===== src/rtl/dtgen_pkg.sv =====
package dtgen_pkg;

    typedef enum logic [1:0] {
        OUT_COMP     = 2'b00,
        OUT_PUSHPULL = 2'b01,
        OUT_INDEP    = 2'b10,
        OUT_OFF      = 2'b11
    } out_mode_e;

    typedef enum logic [1:0] {
        EDGE_IDLE = 2'b00,
        EDGE_ARM  = 2'b01,
        EDGE_ON   = 2'b10
    } edge_state_e;

    typedef enum logic {
        PP_LOW  = 1'b0,
        PP_HIGH = 1'b1
    } pp_side_e;

endpackage


===== src/rtl/dtgen_edge_delay.sv =====
module dtgen_edge_delay
    import dtgen_pkg::*;
#(
    parameter int DT_W = 14
) (
    input  logic            clk_i,
    input  logic            rst_ni,
    input  logic            tick_i,
    input  logic            ref_i,
    input  logic [DT_W-1:0] delay_i,
    output logic            on_o
);

    localparam logic [DT_W-1:0] CNT_ONE = {{(DT_W-1){1'b0}}, 1'b1};

    edge_state_e     state_q, state_d;
    logic [DT_W-1:0] cnt_q, cnt_d;
    logic            dly_zero;
    logic            cnt_last;

    assign dly_zero = (delay_i == '0);
    assign cnt_last = (cnt_q <= CNT_ONE);

    // next-state logic
    always_comb begin
        state_d = state_q;
        cnt_d   = cnt_q;
        if (tick_i) begin
            unique case (state_q)
                EDGE_IDLE: begin
                    if (ref_i) begin
                        if (dly_zero) begin
                            state_d = EDGE_ON;
                        end else begin
                            state_d = EDGE_ARM;
                            cnt_d   = delay_i;
                        end
                    end
                end
                EDGE_ARM: begin
                    if (!ref_i) begin
                        state_d = EDGE_IDLE;
                    end else if (cnt_last || dly_zero) begin
                        state_d = EDGE_ON;
                    end else begin
                        cnt_d = cnt_q - CNT_ONE;
                    end
                end
                EDGE_ON: begin
                    if (!ref_i) begin
                        state_d = EDGE_IDLE;
                    end
                end
                default: state_d = EDGE_IDLE;
            endcase
        end
    end

    // state register
    always_ff @(posedge clk_i or negedge rst_ni) begin
        if (!rst_ni) begin
            state_q <= EDGE_IDLE;
            cnt_q   <= '0;
        end else begin
            state_q <= state_d;
            cnt_q   <= cnt_d;
        end
    end

    // outputs
    always_comb begin
        on_o = (state_q == EDGE_ON);
    end

    p_fall_on_ref_low_r2: assert property (@(posedge clk_i) disable iff (!rst_ni)
        (tick_i && state_q == EDGE_ON && !ref_i) |=> !on_o);

    p_count_down_r5: assert property (@(posedge clk_i) disable iff (!rst_ni)
        (tick_i && state_q == EDGE_ARM && ref_i && !cnt_last && !dly_zero)
        |=> (state_q == EDGE_ARM) && (cnt_q == $past(cnt_q) - CNT_ONE));

    p_zero_delay_r6: assert property (@(posedge clk_i) disable iff (!rst_ni)
        (tick_i && state_q == EDGE_IDLE && ref_i && dly_zero) |=> on_o);

    p_hold_no_tick_r11: assert property (@(posedge clk_i) disable iff (!rst_ni)
        !tick_i |=> ($stable(state_q) && $stable(cnt_q)));

endmodule


===== src/rtl/dtgen_pp_steer.sv =====
module dtgen_pp_steer
    import dtgen_pkg::*;
(
    input  logic     clk_i,
    input  logic     rst_ni,
    input  logic     tick_i,
    input  logic     period_start_i,
    output pp_side_e side_o
);

    pp_side_e side_q, side_d;
    pp_side_e side_now;

    // the period that starts now already uses the new side
    always_comb begin
        side_now = side_q;
        if (period_start_i) begin
            unique case (side_q)
                PP_LOW:  side_now = PP_HIGH;
                PP_HIGH: side_now = PP_LOW;
                default: side_now = PP_HIGH;
            endcase
        end
        side_d = tick_i ? side_now : side_q;
    end

    // state register
    always_ff @(posedge clk_i or negedge rst_ni) begin
        if (!rst_ni) begin
            side_q <= PP_LOW;
        end else begin
            side_q <= side_d;
        end
    end

    // outputs
    always_comb begin
        side_o = side_now;
    end

    p_toggle_r7: assert property (@(posedge clk_i) disable iff (!rst_ni)
        (tick_i && period_start_i) |=> (side_q != $past(side_q)));

    p_steady_r7: assert property (@(posedge clk_i) disable iff (!rst_ni)
        !(tick_i && period_start_i) |=> $stable(side_q));

endmodule


===== src/rtl/dtgen_pin_stage.sv =====
module dtgen_pin_stage (
    input  logic a_hi_i,
    input  logic a_lo_i,
    input  logic swap_i,
    input  logic pol_hi_i,
    input  logic pol_lo_i,
    output logic pin_hi_o,
    output logic pin_lo_o
);

    logic route_hi;
    logic route_lo;

    always_comb begin
        route_hi = swap_i ? a_lo_i : a_hi_i;
        route_lo = swap_i ? a_hi_i : a_lo_i;
        pin_hi_o = route_hi ^ pol_hi_i;
        pin_lo_o = route_lo ^ pol_lo_i;
    end

endmodule


===== src/rtl/dtgen_top.sv =====
module dtgen_top
    import dtgen_pkg::*;
#(
    parameter int DT_W = 14
) (
    input  logic            clk_i,
    input  logic            rst_ni,
    input  logic            tick_en_i,
    input  logic [1:0]      mode_i,
    input  logic            neg_dt_i,
    input  logic [DT_W-1:0] dt_pri_i,
    input  logic [DT_W-1:0] dt_alt_i,
    input  logic            raw_a_i,
    input  logic            raw_b_i,
    input  logic            period_start_i,
    input  logic            pol_hi_i,
    input  logic            pol_lo_i,
    input  logic            swap_i,
    output logic            pwm_hi_o,
    output logic            pwm_lo_o
);

    localparam int NCH    = 2;
    localparam int IDX_HI = 0;
    localparam int IDX_LO = 1;

    out_mode_e       mode_e;
    pp_side_e        pp_side;
    logic            ref_v [NCH];
    logic [DT_W-1:0] dly_v [NCH];
    logic            dt_v  [NCH];

    assign mode_e = out_mode_e'(mode_i);

    dtgen_pp_steer u_steer (
        .clk_i          (clk_i),
        .rst_ni         (rst_ni),
        .tick_i         (tick_en_i),
        .period_start_i (period_start_i),
        .side_o         (pp_side)
    );

    // reference and delay selection per output mode
    always_comb begin
        ref_v[IDX_HI] = 1'b0;
        ref_v[IDX_LO] = 1'b0;
        dly_v[IDX_HI] = '0;
        dly_v[IDX_LO] = '0;
        unique case (mode_e)
            OUT_COMP: begin
                ref_v[IDX_HI] = raw_a_i;
                ref_v[IDX_LO] = !raw_a_i;
                dly_v[IDX_HI] = neg_dt_i ? dt_alt_i : dt_pri_i;
                dly_v[IDX_LO] = neg_dt_i ? dt_pri_i : dt_alt_i;
            end
            OUT_PUSHPULL: begin
                ref_v[IDX_HI] = raw_a_i && (pp_side == PP_HIGH);
                ref_v[IDX_LO] = raw_a_i && (pp_side == PP_LOW);
            end
            OUT_INDEP: begin
                ref_v[IDX_HI] = raw_a_i;
                ref_v[IDX_LO] = raw_b_i;
            end
            OUT_OFF: begin
                ref_v[IDX_HI] = 1'b0;
                ref_v[IDX_LO] = 1'b0;
            end
            default: begin
                ref_v[IDX_HI] = 1'b0;
                ref_v[IDX_LO] = 1'b0;
            end
        endcase
    end

    for (genvar ch = 0; ch < NCH; ch++) begin : g_side
        dtgen_edge_delay #(
            .DT_W (DT_W)
        ) u_delay (
            .clk_i   (clk_i),
            .rst_ni  (rst_ni),
            .tick_i  (tick_en_i),
            .ref_i   (ref_v[ch]),
            .delay_i (dly_v[ch]),
            .on_o    (dt_v[ch])
        );
    end

    dtgen_pin_stage u_pins (
        .a_hi_i   (dt_v[IDX_HI]),
        .a_lo_i   (dt_v[IDX_LO]),
        .swap_i   (swap_i),
        .pol_hi_i (pol_hi_i),
        .pol_lo_i (pol_lo_i),
        .pin_hi_o (pwm_hi_o),
        .pin_lo_o (pwm_lo_o)
    );

    p_no_overlap_r4: assert property (@(posedge clk_i) disable iff (!rst_ni)
        (tick_en_i && mode_e == OUT_COMP) |=> !(dt_v[IDX_HI] && dt_v[IDX_LO]));

    p_indep_follow_r8: assert property (@(posedge clk_i) disable iff (!rst_ni)
        (tick_en_i && mode_e == OUT_INDEP)
        |=> (dt_v[IDX_HI] == $past(raw_a_i)) && (dt_v[IDX_LO] == $past(raw_b_i)));

    p_off_low_r12: assert property (@(posedge clk_i) disable iff (!rst_ni)
        (tick_en_i && mode_e == OUT_OFF) |=> (!dt_v[IDX_HI] && !dt_v[IDX_LO]));

    p_pp_exclusive_r7: assert property (@(posedge clk_i) disable iff (!rst_ni)
        (tick_en_i && mode_e == OUT_PUSHPULL) |=> !(dt_v[IDX_HI] && dt_v[IDX_LO]));

endmodule


===== config.mk =====
export PLATFORM = sky130hd
export DESIGN_NAME = dtgen_top
export DESIGN_NICKNAME = d
export VERILOG_FILES = /design/src/rtl/dtgen_pkg.sv /design/src/rtl/dtgen_edge_delay.sv /design/src/rtl/dtgen_pp_steer.sv /design/src/rtl/dtgen_pin_stage.sv /design/src/rtl/dtgen_top.sv
export SDC_FILE = /design/constraint.sdc
export NUM_CORES = 1
export LEC_CHECK = 0
export ABC_CLOCK_PERIOD_IN_PS = 2350
export BUFFER_PORTS_ARGS = -buffer_cell sky130_fd_sc_hd__buf_2
export CORE_MARGIN = 4
export CORE_UTILIZATION = 50
export DETAILED_ROUTE_END_ITERATION = 10
export GPL_ROUTABILITY_DRIVEN = 1
export PLACE_DENSITY = 0.74
export SLEW_MARGIN = 10
export SYNTH_ARGS = -nofsm -noshare
export SYNTH_HDL_FRONTEND = slang
export SYNTH_SLANG_ARGS = --single-unit

===== constraint.sdc =====
create_clock -name clk_i -period 2.35 [get_ports clk_i]
set_input_delay 0.3525 -clock clk_i [delete_from_list [all_inputs] [get_ports clk_i]]
set_output_delay 0.3525 -clock clk_i [all_outputs]
set_load 0.01 [all_outputs]

# == After elaboration in Yosys (flattened, before gate mapping) ==
# Index checks and enable logic that the tools add are counted.
# word_totals
elab_cells,78
input_bits,40
out_inout_bits,2
register_bits,33
# classes
reduce_logical,16
n_addsub,2
bitwise,4
muxes,30
magnitude_cmp,2
n_eq_ne,19
# ops
cell,count
2-to-1 mux 14 bit,10
case mux 14 bit (2 select lines),2
"less-or-equal comparator 14 x 1 -> 1 bit, second input constant",2
zero test 14 bit,2
2-to-1 mux 28 bit,1
"subtractor 14 x 1 -> 14 bit, second input constant",2
2-to-1 mux 2 bit,10
"!= test 2 bit, second input constant",10
case mux 2 bit (3 select lines),2
AND reduction 6 bit,2
"equality test 2 bit, second input constant",4
case mux 2 bit (4 select lines),1
AND reduction 4 bit,2
"equality test 2 x 1 -> 1 bit, second input constant",3
zero test 2 bit,3
"!= test 3 x 2 -> 1 bit, second input constant",2
nonzero test 2 bit,2
2-to-1 mux 1 bit,3
logical AND 1 bit,2
logical OR 1 bit,2
NOT 1 bit,2
case mux 1 bit (2 select lines),1
XOR 1 bit,2
zero test 1 bit,1

# == Logic depth before layout (Yosys ltp) ==
# logic_depth
ltp_word,8
ltp_mapped,11
mapped_depth_nobuf,8

# == Hierarchy ==
# Synthesis repeated with hierarchy kept, for this count alone.
# hier_totals
hier_cells,341
area_unflattened_um2,2771.4
# modules_own_cells
module,seq_area_each_um2,cells_per_inst,instances,area_each_um2
dtgen_edge_delay,400.4,132,2,1089.8
dtgen_top,0.0,69,1,508.0
dtgen_pp_steer,25.0,4,1,46.3
dtgen_pin_stage,0.0,4,1,37.5

# == Worst setup path after synthesis ==
# Ideal clock, no wire load.
# synth_path
path_type,register to register
from,register g_side[1].u_delay.cnt_q[8]
to,register g_side[1].u_delay.cnt_q[0]
arrival_ns,1.994
slack_ns,0.236
t_required_ns,2.230
synth_period_minus_slack_ns,2.114
stages_incl_launch_ff,8
path_cell_list,dfrtp_1 or3_1 or4_4 nor3_4 nor2_2 and2_4 buf_6 a31o_2
# synth_between
elab_chain_len,4
# synth_rtl
item,line_no,source
"start, declared",dtgen_edge_delay.sv:17,"logic [DT_W-1:0] cnt_q, cnt_d;"
"start signal, assigned",dtgen_edge_delay.sv:66,cnt_q <= cnt_d;
less-or-equal comparator 14 x 1 -> 1 bit,dtgen_edge_delay.sv:22,assign cnt_last = (cnt_q <= CNT_ONE);
logical OR 1 bit,dtgen_edge_delay.sv:43,end else if (cnt_last || dly_zero) begin
!= test 2 bit (no line),-,
AND reduction 6 bit (no line),-,
# Every way passes these cells.
# A chain may end at the register's enable or synchronous reset.

# == Worst setup path after layout ==
# layout_path
from,register g_side[1].u_delay.cnt_q[8]
to,register g_side[1].u_delay.cnt_q[8]
# layout_between
elab_chain_len,4
# layout_rtl
item,line_no
subtractor 14 x 1 -> 14 bit / less-or-equal comparator 14 x 1 -> 1 bit (equally long branches),"dtgen_edge_delay.sv:46, dtgen_edge_delay.sv:22"
2-to-1 mux 14 bit / logical OR 1 bit (equally long branches),dtgen_edge_delay.sv:43
2-to-1 mux 14 bit / != test 2 bit (equally long branches),-
case mux 14 bit (2 select lines) / AND reduction 6 bit (equally long branches),-
# Parallel ways exist; a longest one is shown, timed or not. The select of a mux whose other input is x is not followed.

==> flow_metrics.env <==
export IMPL_crit_path_max_incr_delay_ns=0.47
export IMPL_sequentialPowerShare=0.379
export IMPL_critical_path_required_ns=2.57
export IMPL_finalSetupViolations=0
export IMPL_crit_fanout=11
export IMPL_synth_area_top_cells="dfrtp_1, mux2i_1, o21ai_0"
export IMPL_die_x_um=81.9
export IMPL_clockBufferDepth=2
export IMPL_crit_chain="or3_1 > or4_4 > nor3_4 > nor2_2 > and2_4 > buf_4 > a21oi_2"
export IMPL_crit_start="g_side[1].u_delay.cnt_q[8]$_DFFE_PN0P_"
export IMPL_wl_per_cell_um=16.3
export IMPL_timing_fmax_mhz=447
export IMPL_ir_drop_uv=411
export IMPL_r2r_start="g_side[1].u_delay.cnt_q[8]$_DFFE_PN0P_"
export IMPL_grt_pass1_vias=2596
export IMPL_mostFrequentLayoutCells="buf_2, nor2_1, dfrtp_1, o21ai_0, mux2i_1"
export IMPL_vias_per_cell=6.11
export IMPL_die_h_um=81.9
export IMPL_layout_commonest_cell="buf_2"
export IMPL_yosys_most_used_dff="dfrtp_1"
export IMPL_synth_cell_types=47
export IMPL_final_hold_violation_count=0
export IMPL_cp_num_buf_inv=1
export IMPL_vias=2805
export IMPL_clkLatencyLatePin_ns=0.29
export IMPL_clkPwrFrac=0.159
export IMPL_coreArea_mm2=0.00520
export IMPL_critPathSlowestCell="or4_4"
export IMPL_synthesis_area_mm2=0.00273
export IMPL_fill_cells=486
export IMPL_cts_tree="yes"
export IMPL_diodes=0
export IMPL_synth_nets=381
export IMPL_drt_first_pass_iters=5
export IMPL_cap_violations=0
export IMPL_syn_inst=337
export IMPL_pwr_share_comb=0.462
export IMPL_dieArea_mm2=0.00671
export IMPL_worstPathArrival_ns=2.46
export IMPL_drive_gt1_frac=0.244
export IMPL_cts_made_buffers=5
export IMPL_wirelength_mm=7.50
export IMPL_critPathLaunchType="flop"
export IMPL_grt_ovfl_total=0
export IMPL_multi_input_area_mm2=0.00173
export IMPL_netSwitchingPower_mw=1.20
export IMPL_ys_ff_latch=33
export IMPL_tightest_slew_ns=0.757
export IMPL_crit_path_end_kind="flop"
export IMPL_r2r_setup_slack_ns=0.11
export IMPL_root_buffer="clkbuf_8"
export IMPL_status="completed"
export IMPL_fin_nets=433
export IMPL_initial_core_util=0.525
export IMPL_portBuffers=41
export IMPL_detailed_place_hpwl_mm=5.63
export IMPL_min_period_over_period=0.952
export IMPL_yosysWarnings=0
export IMPL_placementRows=26
export IMPL_io_pins=42
export IMPL_grt_use_total=0.240
export IMPL_avgSynthCellArea_um2=8.10
export IMPL_switching_share=0.436
export IMPL_leakagePower_nw=1.37
export IMPL_netlist_area_leader_share=0.302
export IMPL_clock_sinks=33
export IMPL_antenna_found_initial=0
export IMPL_relSlewSlack=0.495
export IMPL_hold_class="input port to asynchronous set/reset pin"
export IMPL_synth_edf_count=0
export IMPL_register_area_um2=826
export IMPL_ctsHtreeMaxLevel=2
export IMPL_powerDensity_mw_per_mm2=869
export IMPL_drtIter0Drc=241
export IMPL_async_flop_share=1.00
export IMPL_drc=0
export IMPL_path_delay_family="simple AND/OR/NAND/NOR gates"
export IMPL_fin_tns_setup_ns=0
export IMPL_ant_nets=0
export IMPL_clk_pin_slew_ns=0.07
export IMPL_crit_type="flop to flop"
export IMPL_areaGrowthSynthToFinish_pct=16.3
export IMPL_yosysTopAreaCell="dfrtp_1"
export IMPL_internal_power_mw=1.56
export IMPL_finalPower_mw=2.76
export IMPL_maxSlewViolCount=0
export IMPL_grt_max_degree=37
export IMPL_grt_first_pass_wirelength_mm=12.6
export IMPL_cts_resized=0
export IMPL_synth_seq_area_share=0.302
export IMPL_gp_congestion=0.947
export IMPL_layout_min_cycle_time_ns=2.24
export IMPL_fin_skew_ns=0.00396
export IMPL_rsz0062_at_grt="false"
-- synthesized netlist by cell type (3+ instances only) --
cell      number
a31oi_1       20
nor2_1        39
nor3_1        18
xnor2_1        4
nand3_1        9
a21oi_2        9
nor4_1         8
a21oi_1       19
nand4_1        3
or3_1          5
nand2b_1       6
mux2i_1       28
o21ai_0       32
buf_2          3
o31ai_1       10
ha_1           4
inv_1          8
dfrtp_1       33
clkbuf_1      10
nand2_1       23
o22ai_1        6
or2_2          3
-- sequential cells by signal, indices dropped and copies added, names as in the netlist --
register,count
u_steer.side_q,1
g_side.u_delay.cnt_q,28
g_side.u_delay.state_q,4
-- power groups by stage --
stage	logic [mW]	registers [mW]	clock network (mW)
floorplan	0.926	0.984	0
global route	1.42	1.09	0.475
finish	1.28	1.04	0.439
CTS	1.25	1.04	0.443
detailed placement	1.24	1.05	0
global placement	1.21	1.04	0
-- metal layers --
layer / share of wire / global-route usage
met2: 0.42 / 0.344
met3: 0.086 / 0.0548
met4: 0.012 / 0.0548
met5: 0 / 0
met1: 0.49 / 0.362
-- path summary, 6_finish.rpt --
check | end | cells after the start
worst min register to register | u_steer.side_q$_DFFE_PN0P_ | 1
min in group clk_i | u_steer.side_q$_DFFE_PN0P_ | 3
worst min-delay path | g_side[0].u_delay.state_q[1]$_DFFE_PN0P_ | 1
max in group asynchronous | g_side[1].u_delay.cnt_q[8]$_DFFE_PN0P_ | 1
worst max-delay path | g_side[1].u_delay.cnt_q[8]$_DFFE_PN0P_ | 7
worst max register to register | g_side[1].u_delay.cnt_q[8]$_DFFE_PN0P_ | 7
-- cells by family (layout without fill, tap and decap cells) --
kind of cell             Yosys count  after routing  synth area share
flip-flops                        33             33             0.302
multiplexers                      28             28             0.103
buffers and inverters             29             81            0.0655
adder cells (fa/ha/maj)            4              4            0.0183
AND/OR/NAND/NOR                  131            131             0.250
AO/OA/AOI/OAI                    108            108             0.249
XOR/XNOR                           4              4            0.0128
-- final cells by class --
class | instances | share of cell area
repair buffers | 66 | 0.132
well taps | 70 | 0.0276
flip-flops and latches | 33 | 0.260
multi-input cells | 275 | 0.544
inverters | 8 | 0.00945
clock buffers | 7 | 0.0272
-- timing repair --
| item | 4_1_cts | 5_1_grt |
|---|---|---|
| buffers inserted | 0 | 4 |
| endpoints found under the setup margin | 0 | 5 |
| hold buffers | 0 | 0 |
-- stage by stage --
stage | cells | hold WS, ns | instance area, um2 | setup WS [ns] | util
2_1_floorplan | 337 | 0.0569 | 2730 | 0.236 | -
3_3_place_gp | 448 | 0.467 | 3060 | 0.0421 | 0.588
3_5_place_dp | 448 | 0.466 | 3060 | 0.000558 | 0.588
4_1_cts | 455 | 0.167 | 3150 | 0.0858 | 0.605
5_1_grt | 459 | 0.206 | 3180 | 0.0102 | 0.610
6_report | 459 | 0.132 | 3180 | 0.114 | 0.610
Note: power is estimated with default switching activity, not from simulation.
